**src/rtl/vdiv_arbiter.sv**
```systemverilog
module vdiv_arbiter #(
  parameter int DIV_W  = 6,
  parameter int N_DET  = 4,
  parameter int N_PEER = 2,
  parameter int DZ_W   = 3
) (
  input  logic                clk,
  input  logic                rst_n,
  input  logic                var_mode_en,
  input  logic [DIV_W-1:0]    safe_div,
  input  logic [DIV_W-1:0]    limit_div,
  input  logic [DZ_W-1:0]     dz_width,
  input  logic [2*N_DET-1:0]  det_code,
  input  logic [2*N_PEER-1:0] peer_req,
  output logic [1:0]          own_req,
  output logic [DIV_W-1:0]    div_out
);
  localparam int CNT_W = $clog2(N_DET + 1);
  localparam int CMP_W = CNT_W + DZ_W;

  logic [2*N_DET-1:0] sync_a, sync_b;
  logic               any_slow;
  logic [CNT_W-1:0]   n_fast;
  logic               fast_ok;
  logic               grp_slow, grp_fast;
  logic [DIV_W-1:0]   div_nxt;

  always_ff @(posedge clk) begin
    if (!rst_n) begin
      sync_a <= '0;
      sync_b <= '0;
    end else begin
      sync_a <= det_code;
      sync_b <= sync_a;
    end
  end

  always_comb begin
    any_slow = 1'b0;
    n_fast   = '0;
    for (int i = 0; i < N_DET; i++) begin
      if (sync_b[2*i+1])
        any_slow = 1'b1;
      else if (sync_b[2*i])
        n_fast = n_fast + CNT_W'(1);
    end
  end

  assign fast_ok = CMP_W'(n_fast) > CMP_W'(dz_width);

  assign own_req = !var_mode_en ? 2'b00 :
                   any_slow     ? 2'b10 :
                   fast_ok      ? 2'b01 : 2'b00;

  always_comb begin
    grp_slow = own_req[1];
    grp_fast = own_req[0] & ~own_req[1];
    for (int p = 0; p < N_PEER; p++) begin
      grp_slow = grp_slow | peer_req[2*p+1];
      grp_fast = grp_fast | (peer_req[2*p] & ~peer_req[2*p+1]);
    end
  end

  always_comb begin
    if (!var_mode_en)
      div_nxt = safe_div;
    else if (div_out > safe_div)
      div_nxt = safe_div;
    else if (div_out < limit_div)
      div_nxt = limit_div;
    else if (grp_slow)
      div_nxt = (div_out < safe_div) ? div_out + DIV_W'(1) : div_out;
    else if (grp_fast)
      div_nxt = (div_out > limit_div) ? div_out - DIV_W'(1) : div_out;
    else
      div_nxt = div_out;
  end

  always_ff @(posedge clk) begin
    if (!rst_n)
      div_out <= safe_div;
    else
      div_out <= div_nxt;
  end
endmodule

```
**config.mk**
```make
export PLATFORM = sky130hd
export DESIGN_NAME = vdiv_arbiter
export DESIGN_NICKNAME = d
export VERILOG_FILES = /design/src/rtl/vdiv_arbiter.sv
export SDC_FILE = /design/constraint.sdc
export NUM_CORES = 1
export LEC_CHECK = 0
export BUFFER_PORTS_ARGS = -buffer_cell sky130_fd_sc_hd__buf_2
export CAP_MARGIN = 30
export CORE_AREA = 2 2 64 66
export DETAILED_ROUTE_END_ITERATION = 6
export DIE_AREA = 0 0 66 68
export GPL_ROUTABILITY_DRIVEN = 0
export GPL_TIMING_DRIVEN = 0
export PLACE_DENSITY_LB_ADDON = 0.05
export SLEW_MARGIN = 20
export SYNTH_ARGS = -nofsm -noshare
export SYNTH_HDL_FRONTEND = slang
export SYNTH_SLANG_ARGS = --single-unit
```
**constraint.sdc**
```tcl
create_clock -name clk -period 3.6 [get_ports clk]
set_clock_uncertainty 0.05 [all_clocks]
set_input_delay 0.18 -clock clk [delete_from_list [all_inputs] [get_ports clk]]
set_output_delay 0.18 -clock clk [all_outputs]
set_load 0.03 [all_outputs]
```
==> results of run 1 <==
-- registers in the layout, indices dropped and copies added (netlist names) --
name     cells
div_out      6
sync_a       8
sync_b       8
-- worst max-delay path, cell delays in order (launching register included) --
cell and delay [ps]:
dfxtp_2 330, and2b_1 180, ha_1 270, mux2_4 290, ha_4 210, mux2_4 280
ha_4 210, mux2_4 270, ha_4 220, nor2b_4 130, o21ai_2 190, a21oi_4 80
o32a_1 330, mux2i_1 130, nand3b_1 120, buf_4 160
-- worst paths after layout --
check / startpoint / end / slack [ps]
setup / recovery: sync_b[1]$_SDFF_PN0_ / div_out[1]$_DFFE_PP_ / -70
hold reg to reg: sync_a[2]$_SDFF_PN0_ / sync_b[2]$_SDFF_PN0_ / 390
setup reg to reg: sync_b[1]$_SDFF_PN0_ / div_out[1]$_DFFE_PP_ / -70
hold / removal: det_code[0] / sync_a[0]$_SDFF_PN0_ / 70
-- area by class of cell --
type / instances / area share [%]
Timing Repair Buffer: 43 / 12.2
Multi-Input combinational cell: 109 / 49.5
Clock inverter: 1 / 1.57
Clock buffer: 3 / 2.16
Buffer: 3 / 1.18
Inverter: 20 / 3.92
Sequential cell: 22 / 26.2
Tap cell: 50 / 3.27
-- layer usage --
| metal | vias up | share of wire (%) | track usage [%] | wire length (um) |
|---|---|---|---|---|
| met3 | 2 | 5.6 | 3.13 | 172 |
| met1 | 540 | 47 | 19.4 | 1440 |
| li1 | 615 | - | - | - |
| met4 | 0 | 0.82 | 4.59 | 25 |
| met2 | 30 | 46 | 25.8 | 1410 |
| met5 | - | 0 | 0 | 0 |
-- cell families after synthesis --
family                     count (synthesis)
adders and majority gates                 23
and+or+nand+nor                           45
buffers and inverters                     23
AOI/OAI and AO/OA                         21
xor gates and xnor gates                   8
DFF                                       22
muxes                                     12
-- power breakdown --
part / internal, mW / total, mW / switching (mW)
clock network: 0.148 / 0.228 / 0.0796
registers: 0.277 / 0.295 / 0.0179
logic: 0.122 / 0.266 / 0.144
total: 0.548 / 0.790 / 0.242
-- synthesized netlist by cell type (5+ instances only) --
cell	instances	area [sq um]
mux2_2	5	56.3
xnor2_1	5	43.8
edfxtp_1	6	180
dfxtp_1	16	320
o21ai_0	5	25.0
a21oi_1	9	45.0
and2_1	16	100
nand2_1	7	26.3
mux2i_1	7	70.1
ha_1	22	275
inv_1	20	75.1
nor2_1	6	22.5
-- per-stage QoR --
stage,setup TNS [ps],setup WS (ps),utilization (%)
floorplan,-503,-83.9,-
global placement,-1190,-199,46.3
detailed placement,-1890,-314,46.3
CTS,-372,-68.3,49.3
global route,-1140,-198,49.7
finish,-415,-73.7,49.7
-- what timing repair did --
action / CTS / global route
setup endpoints to repair: 6 / 6
cloned: 0 / 0
pin swaps: 5 / 2
hold buffers: 0 / 0
buffers inserted: 4 / 2
gates resized for setup: 4 / 0
==> run summary, run 1 <==
outcome -> complete, but fails checks
failing checks -> setup timing
Cells after DPL -> 241
mux contribution to synthesized area -> 8.57%
FP Rows -> 23
share of layout cells above drive strength 1 -> 31.3%
Synth Area in XOR/XNOR -> 4.75%
RSZ-0062 raised after global routing -> yes
HPWL after DPL -> 2550 um
maximum VDD drop -> 0.264 mV
Die ar. -> 4490 sq um
TritonCTS Buffers -> 3
DP Area -> 1780 sq um
Seq/Total Area, Yosys -> 33.9%
die span in x -> 66 um
Mapped Cells -> 154
total chip power -> 0.790 mW
initial antenna violation count -> 0
TritonCTS clock tree -> built
startpoint types -> flop
final instance area -> 1920 sq um
GR Util All Layers -> 15.1%
Crit Path Category -> flop to flop
arrival time worst endpoint -> 3660 ps
actual slew at the worst max-slew pin -> 381 ps
via count -> 1,187
Distinct cells, synth -> 32
largest family of logic cells by synthesized area -> adder cells
PwrDens -> 412 nW/um^2
commonest non-fill, non-tap cell in the layout -> buf_2
Synth Area in Compound Gates -> 8.91%
syn_nets -> 207
floorplan die height -> 68 um
Core ar. -> 3860 sq um
vias in the first global route -> 1,165
GRT overflow -> 0
First DRT Iteration DRCs -> 27
Hold Path Class -> input pin to flop
sequential cell area -> 502 sq um
EDFF count, synth -> 6
Synth warnings -> 0
Routed WL -> 3050 um
Final setup viols -> 6
Post-Synth Adder-Cell Area -> 20.0%
Data required, critical path -> 3590 ps
final worst slack -> -73.7 ps
ys async rst share -> 0%
#FFs+latches synth -> 22
DR pass1 iterations -> 4
Worst-Skew Late Latency -> 260 ps
P&R area growth vs syn -> 29.9%
Clock Tree Buf Depth -> 2
multi-input logic area -> 948 sq um
first-pass GRT wire length -> 5090 um
wire length per cell -> 12.1 um
Slew HR -> 74.4%
Final min period -> 3670 ps
crit share post-route -> 102%
clock sink total -> 22
Syn Std Cell Area -> 1480 sq um
number of max-cap violations -> 0
Via density -> 4.73
Setup crit end kind -> flop
DRC viols -> 0
Mean Syn Cell Area -> 9.58 sq um
FF-to-FF path depth -> 15
Fin. Hold Viols -> 0
static leakage -> 0.948 nW
Hold WS -> 68.2 ps
Peak Freq -> 272 MHz
Final #Nets -> 255
Slew Viols, Final -> 0
Clock Tree Root -> clkbuf_8
fin cells -> 251
Synth Flop Type -> dfxtp_1
largest net degree at the start of global routing -> 14
initial core utilization -> 38.3%
Filler cells -> 395
ant diodes -> 0
most frequent cells in the layout -> 37 x buf_2, 20 x inv_1, 19 x ha_1
# IOs -> 38
Port Buffers -> 37
crit-path max FO -> 2
H-tree levels -> 1
clk slew on worst S/H paths -> 80 ps
hold path depth -> 2
post-route ant nets -> 0
Synth Area in Simple Gates -> 17.2%
(Power assumes the default switching activity.)
==> run 2, diff against run 1 <==
CORE_AREA = 8 8 86 88   (was 2 2 64 66)
DIE_AREA = 0 0 94 96   (was 0 0 66 68)
==> run summary, run 2 (synthesized netlist as in run 1, its figures left out) <==
Peak Freq -> 275 MHz
vias in the first global route -> 1,192
crit-path max FO -> 2
hold path startpoint -> det_code[5]
TritonCTS Buffers -> 3
CP Launch Point -> sync_b[1]$_SDFF_PN0_
clock sink total -> 22
Worst-Skew Late Latency -> 260 ps
Slew Viols, Final -> 0
ant diodes -> 0
Top Registers -> sync_a x8, sync_b x8, div_out x6
H-tree levels -> 1
PwrDens -> 397 nW/um^2
Port Buffers -> 37
Routed WL -> 3600 um
RSZ-0062 raised after global routing -> yes
first-pass GRT wire length -> 5870 um
Die ar. -> 9020 sq um
startpoint types -> flop
post-route ant nets -> 0
GRT overflow -> 0
fin util -> 31.8%
Final setup viols -> 6
TritonCTS clock tree -> built
outcome -> complete, but fails checks
slowest CP cell -> dfxtp_2
commonest non-fill, non-tap cell in the layout -> buf_2
cell family with most CP delay -> multiplexers
CTS hold repair buffers -> 0
First DRT Iteration DRCs -> 18
floorplan die height -> 96 um
Crit Path Category -> flop to flop
final worst slack -> -33.6 ps
# IOs -> 38
Buf+Inv Stages, Crit Path -> 1
FP Rows -> 29
Slew HR -> 74.8%
CP cell instances -> and2b_1, ha_1, mux2_4, ha_4, mux2_4, ha_4, mux2_4, ha_4, nor2b_4, o21ai_4, a21oi_4, o32a_1, mux2i_1, nand3b_1, buf_4
initial core utilization -> 24.2%
setup tns final -> -165 ps
die span in x -> 94 um
largest net degree at the start of global routing -> 14
crit share post-route -> 101%
Hold Path Class -> input pin to flop
GR Util All Layers -> 8.36%
Data required, critical path -> 3590 ps
Fin. Hold Viols -> 0
number of max-cap violations -> 0
arrival time worst endpoint -> 3620 ps
HPWL after DPL -> 2990 um
Clock Tree Root -> clkbuf_8
Setup crit end kind -> flop
Final #Nets -> 253
Worst R2R Start -> sync_b[1]$_SDFF_PN0_
clk slew on worst S/H paths -> 80 ps
via count -> 1,155
DRC viols -> 0
P&R area growth vs syn -> 31.3%
Worst path max stage delay -> 340 ps
total chip power -> 0.769 mW
initial antenna violation count -> 0
Core ar. -> 6100 sq um
maximum VDD drop -> 0.127 mV
most frequent cells in the layout -> 37 x buf_2, 20 x inv_1, 19 x ha_1
Clock Tree Buf Depth -> 2
Via density -> 4.18
Final min period -> 3630 ps
static leakage -> 0.937 nW
DR pass1 iterations -> 4
dpl ws -> -319 ps
wire length per cell -> 13.0 um
actual slew at the worst max-slew pin -> 375 ps
failing checks -> setup timing
share of layout cells above drive strength 1 -> 30.7%
run 2: power by group:
part,internal [mW],total [mW],switching [mW]
registers,0.277,0.296,0.0182
clock network,0.121,0.203,0.0823
logic,0.122,0.270,0.149
total,0.520,0.769,0.249
run 2: area by class of cell:
| type | instances | area [sq um] |
|---|---|---|
| Fill cell | 652 | 4160 |
| Multi-Input combinational cell | 109 | 956 |
| Sequential cell | 22 | 502 |
| Timing Repair Buffer | 41 | 219 |
| Tap cell | 77 | 96.3 |
| Inverter | 20 | 75.1 |
| Clock buffer | 4 | 66.3 |
| Buffer | 3 | 22.5 |
run 2: metal layers:
| metal | GRT usage (%) | wire length [um] | share of wire [%] |
|---|---|---|---|
| met1 | 10.9 | 1800 | 50 |
| met2 | 12.1 | 1450 | 40 |
| met3 | 3.59 | 305 | 8.5 |
| met4 | 2.77 | 39 | 1.1 |
| met5 | 0 | 0 | 0 |
run 2: path summary, 6_finish.rpt:
check	end	slack [ps]	cells after the start
setup / recovery	div_out[1]$_DFFE_PP_	-30	15
hold / removal	sync_a[5]$_SDFF_PN0_	70	2
setup reg to reg	div_out[1]$_DFFE_PP_	-30	15
hold reg to reg	sync_b[3]$_SDFF_PN0_	390	1
run 2: what timing repair did:
action                                 in CTS  in global routing
buffers inserted                            2                  2
setup endpoints to repair                   6                  6
endpoints found under the hold margin       0                  0
gates resized for setup                     4                  1
pin swaps                                   5                  1
run 2: through the flow:
step | hold WS, ps | instances | instance area (sq um)
after floorplan | 252 | 154 | 1540
after global placement | 338 | 268 | 1820
after detailed placement | 338 | 268 | 1820
after CTS | 64.4 | 274 | 1910
after global routing | 61.5 | 276 | 1940
final | 69.2 | 276 | 1940
==> run 3, diff against run 2 <==
ABC_AREA = 1   (was unset)
CORE_AREA = 8 8 90 92   (was 8 8 86 88)
DIE_AREA = 0 0 98 100   (was 0 0 94 96)
MAX_ROUTING_LAYER = met4   (was unset)
==> run summary, run 3 <==
Via density -> 3.97
share of layout cells above drive strength 1 -> 19.2%
largest net degree at the start of global routing -> 14
clock sink total -> 22
DR pass1 iterations -> 3
reg2reg end -> div_out[4]$_DFFE_PP_
top-count cell post-synth -> nand2_1
arrival time worst endpoint -> 3040 ps
Worst-Skew Late Latency -> 260 ps
# IOs -> 38
Die ar. -> 9800 sq um
Top Registers -> sync_a x8, sync_b x8, div_out x6
HPWL after DPL -> 3400 um
commonest non-fill, non-tap cell in the layout -> nand2_1
Slew Viols, Final -> 0
#FFs+latches synth -> 22
crit-path max FO -> 6
DRC viols -> 0
maximum VDD drop -> 0.155 mV
post-synth top area share -> 19.7%
fin cells -> 351
H-tree levels -> 1
Crit Path Category -> flop to flop
initial antenna violation count -> 0
Hold Path Class -> input pin to flop
clk slew on worst S/H paths -> 80 ps
crit share post-route -> 86.7%
vias in the first global route -> 1,514
syn_nets -> 284
via count -> 1,392
Routed WL -> 4000 um
largest family of logic cells by synthesized area -> simple AND/OR/NAND/NOR gates
TritonCTS Buffers -> 3
Metal-1 WL -> 2240 um
CP Launch Point -> sync_b[1]$_SDFF_PN0_
FP Rows -> 30
Fin. Hold Viols -> 0
static leakage -> 1.18 nW
most frequent cells in the layout -> 62 x nand2_1, 52 x inv_1, 37 x buf_2
CTS hold repair buffers -> 0
Post-Synth Adder-Cell Area -> 18.1%
Synth Area in Compound Gates -> 7.92%
Final #Nets -> 325
top cells by area, synth -> dfxtp_1 20%, ha_1 17%, nand2_1 14%, inv_1 12%, edfxtp_1 11%
actual slew at the worst max-slew pin -> 395 ps
GRT overflow -> 0
Final min period -> 3120 ps
Seq/Total Area, Yosys -> 30.7%
initial core utilization -> 24.5%
mux contribution to synthesized area -> 0%
first-pass GRT wire length -> 7130 um
Mean Syn Cell Area -> 7.05 sq um
Synth Flop Type -> dfxtp_1
TritonCTS clock tree -> built
floorplan die height -> 100 um
Mapped Cells -> 231
Final setup viols -> 0
Syn Std Cell Area -> 1630 sq um
ant diodes -> 0
total chip power -> 0.793 mW
startpoint types -> flop
GR Util All Layers -> 9.18%
Distinct cells, synth -> 28
Synth Area in XOR/XNOR -> 2.61%
Synth Area in Simple Gates -> 27.4%
Synth warnings -> 0
Slew HR -> 73.6%
Met2 Wirelength -> 1600 um
EDFF count, synth -> 6
ys async rst share -> 0%
Worst Setup EP -> div_out[4]$_DFFE_PP_
Reg2Reg Setup Slack -> 480 ps
Clock Tree Buf Depth -> 2
FF-to-FF path depth -> 18
Data required, critical path -> 3510 ps
die span in x -> 98 um
Peak Freq -> 320 MHz
P&R area growth vs syn -> 21.6%
Clock Tree Root -> clkbuf_8
outcome -> completed
PwrDens -> 401 nW/um^2
RSZ-0062 raised after global routing -> no
wire length per cell -> 11.4 um
Worst R2R Start -> sync_b[1]$_SDFF_PN0_
met3 wire length -> 137 um
Cells after DPL -> 347
top sig layer -> met4
setup tns final -> 0 ps
Setup crit end kind -> flop
synth cell count leaders -> 62 x nand2_1, 52 x inv_1, 22 x ha_1
number of max-cap violations -> 0
post-route ant nets -> 0
Core ar. -> 6640 sq um
First DRT Iteration DRCs -> 37
area leader, netlist -> dfxtp_1
Port Buffers -> 36
## run 3: cell count changes after synthesis, moves of 3 or more
cell | before | now
and2_1 | 16 | 0
inv_1 | 20 | 52
mux2_2 | 5 | 0
mux2i_1 | 7 | 0
nand2_1 | 7 | 62
nand3_1 | 3 | 17
nor2_1 | 6 | 16
nor2_2 | 0 | 3
nor2b_1 | 3 | 0
o21ai_1 | 0 | 3
xnor2_1 | 5 | 1
## run 3: critical path, stage by stage (launching register included)
cell	delay (ps)
dfxtp_1	350
nor2_2	50
ha_1	270
inv_1	40
o21ai_2	190
ha_1	260
nand2_1	90
nand2_1	60
ha_1	290
nor2_1	110
a31oi_1	60
ha_1	310
nand3_1	90
inv_1	40
nor2_1	70
nand3_1	110
nand2_1	90
nand3_1	110
nand3_2	200
## run 3: per-stage QoR
stage	util [%]	worst slack, ps	hold slack [ps]	cell area [sq um]
floorplan	-	705	228	1630
detailed placement	28.7	319	314	1910
CTS	29.7	290	31.7	1970
global placement	28.7	287	313	1910
finish	29.8	477	44.2	1980
global route	29.8	85.5	39.5	1980
## run 3: cells by family after synthesis
logic type	count (synthesis)
fa+ha+maj	23
compound gates	22
flops	22
simple gates	105
buf+inv	55
xor+xnor	4
## run 3: worst min-delay path by stage
stage | from | end | cells after the start
floorplan | det_code[0] | sync_a[0]$_SDFF_PN0_ | 2
finish | det_code[1] | sync_a[1]$_SDFF_PN0_ | 3
global placement | det_code[6] | sync_a[6]$_SDFF_PN0_ | 3
CTS | det_code[6] | sync_a[6]$_SDFF_PN0_ | 3
global route | det_code[4] | sync_a[4]$_SDFF_PN0_ | 3
detailed placement | det_code[1] | sync_a[1]$_SDFF_PN0_ | 3
## run 3: layer usage
layer | vias to the layer above | GRT usage, %
met5 | - | -
met4 | 0 | 2.88
met3 | 2 | 1.38
met2 | 24 | 13.6
met1 | 576 | 12.5
li1 | 790 | -
## run 3: repair_timing
| item | in CTS | in global routing |
|---|---|---|
| buffers inserted | 0 | 0 |
| setup endpoints to repair | 0 | 6 |
| resized for setup | 0 | 1 |
## run 3: final cells by class
cell class	instances	area, sq um
multi-input cells	154	917
flip-flops and latches	22	500
repair buffers	36	180
plain buffers	3	20.0
well taps	80	100
inverters	52	195
fillers	759	4660
clock buffers	4	66.3
## run 3: report_power, final
group          internal (mW)  switching, mW  total, mW
Clock                  0.120         0.0807      0.201
Sequential             0.278         0.0235      0.301
Combinational          0.112          0.178      0.290
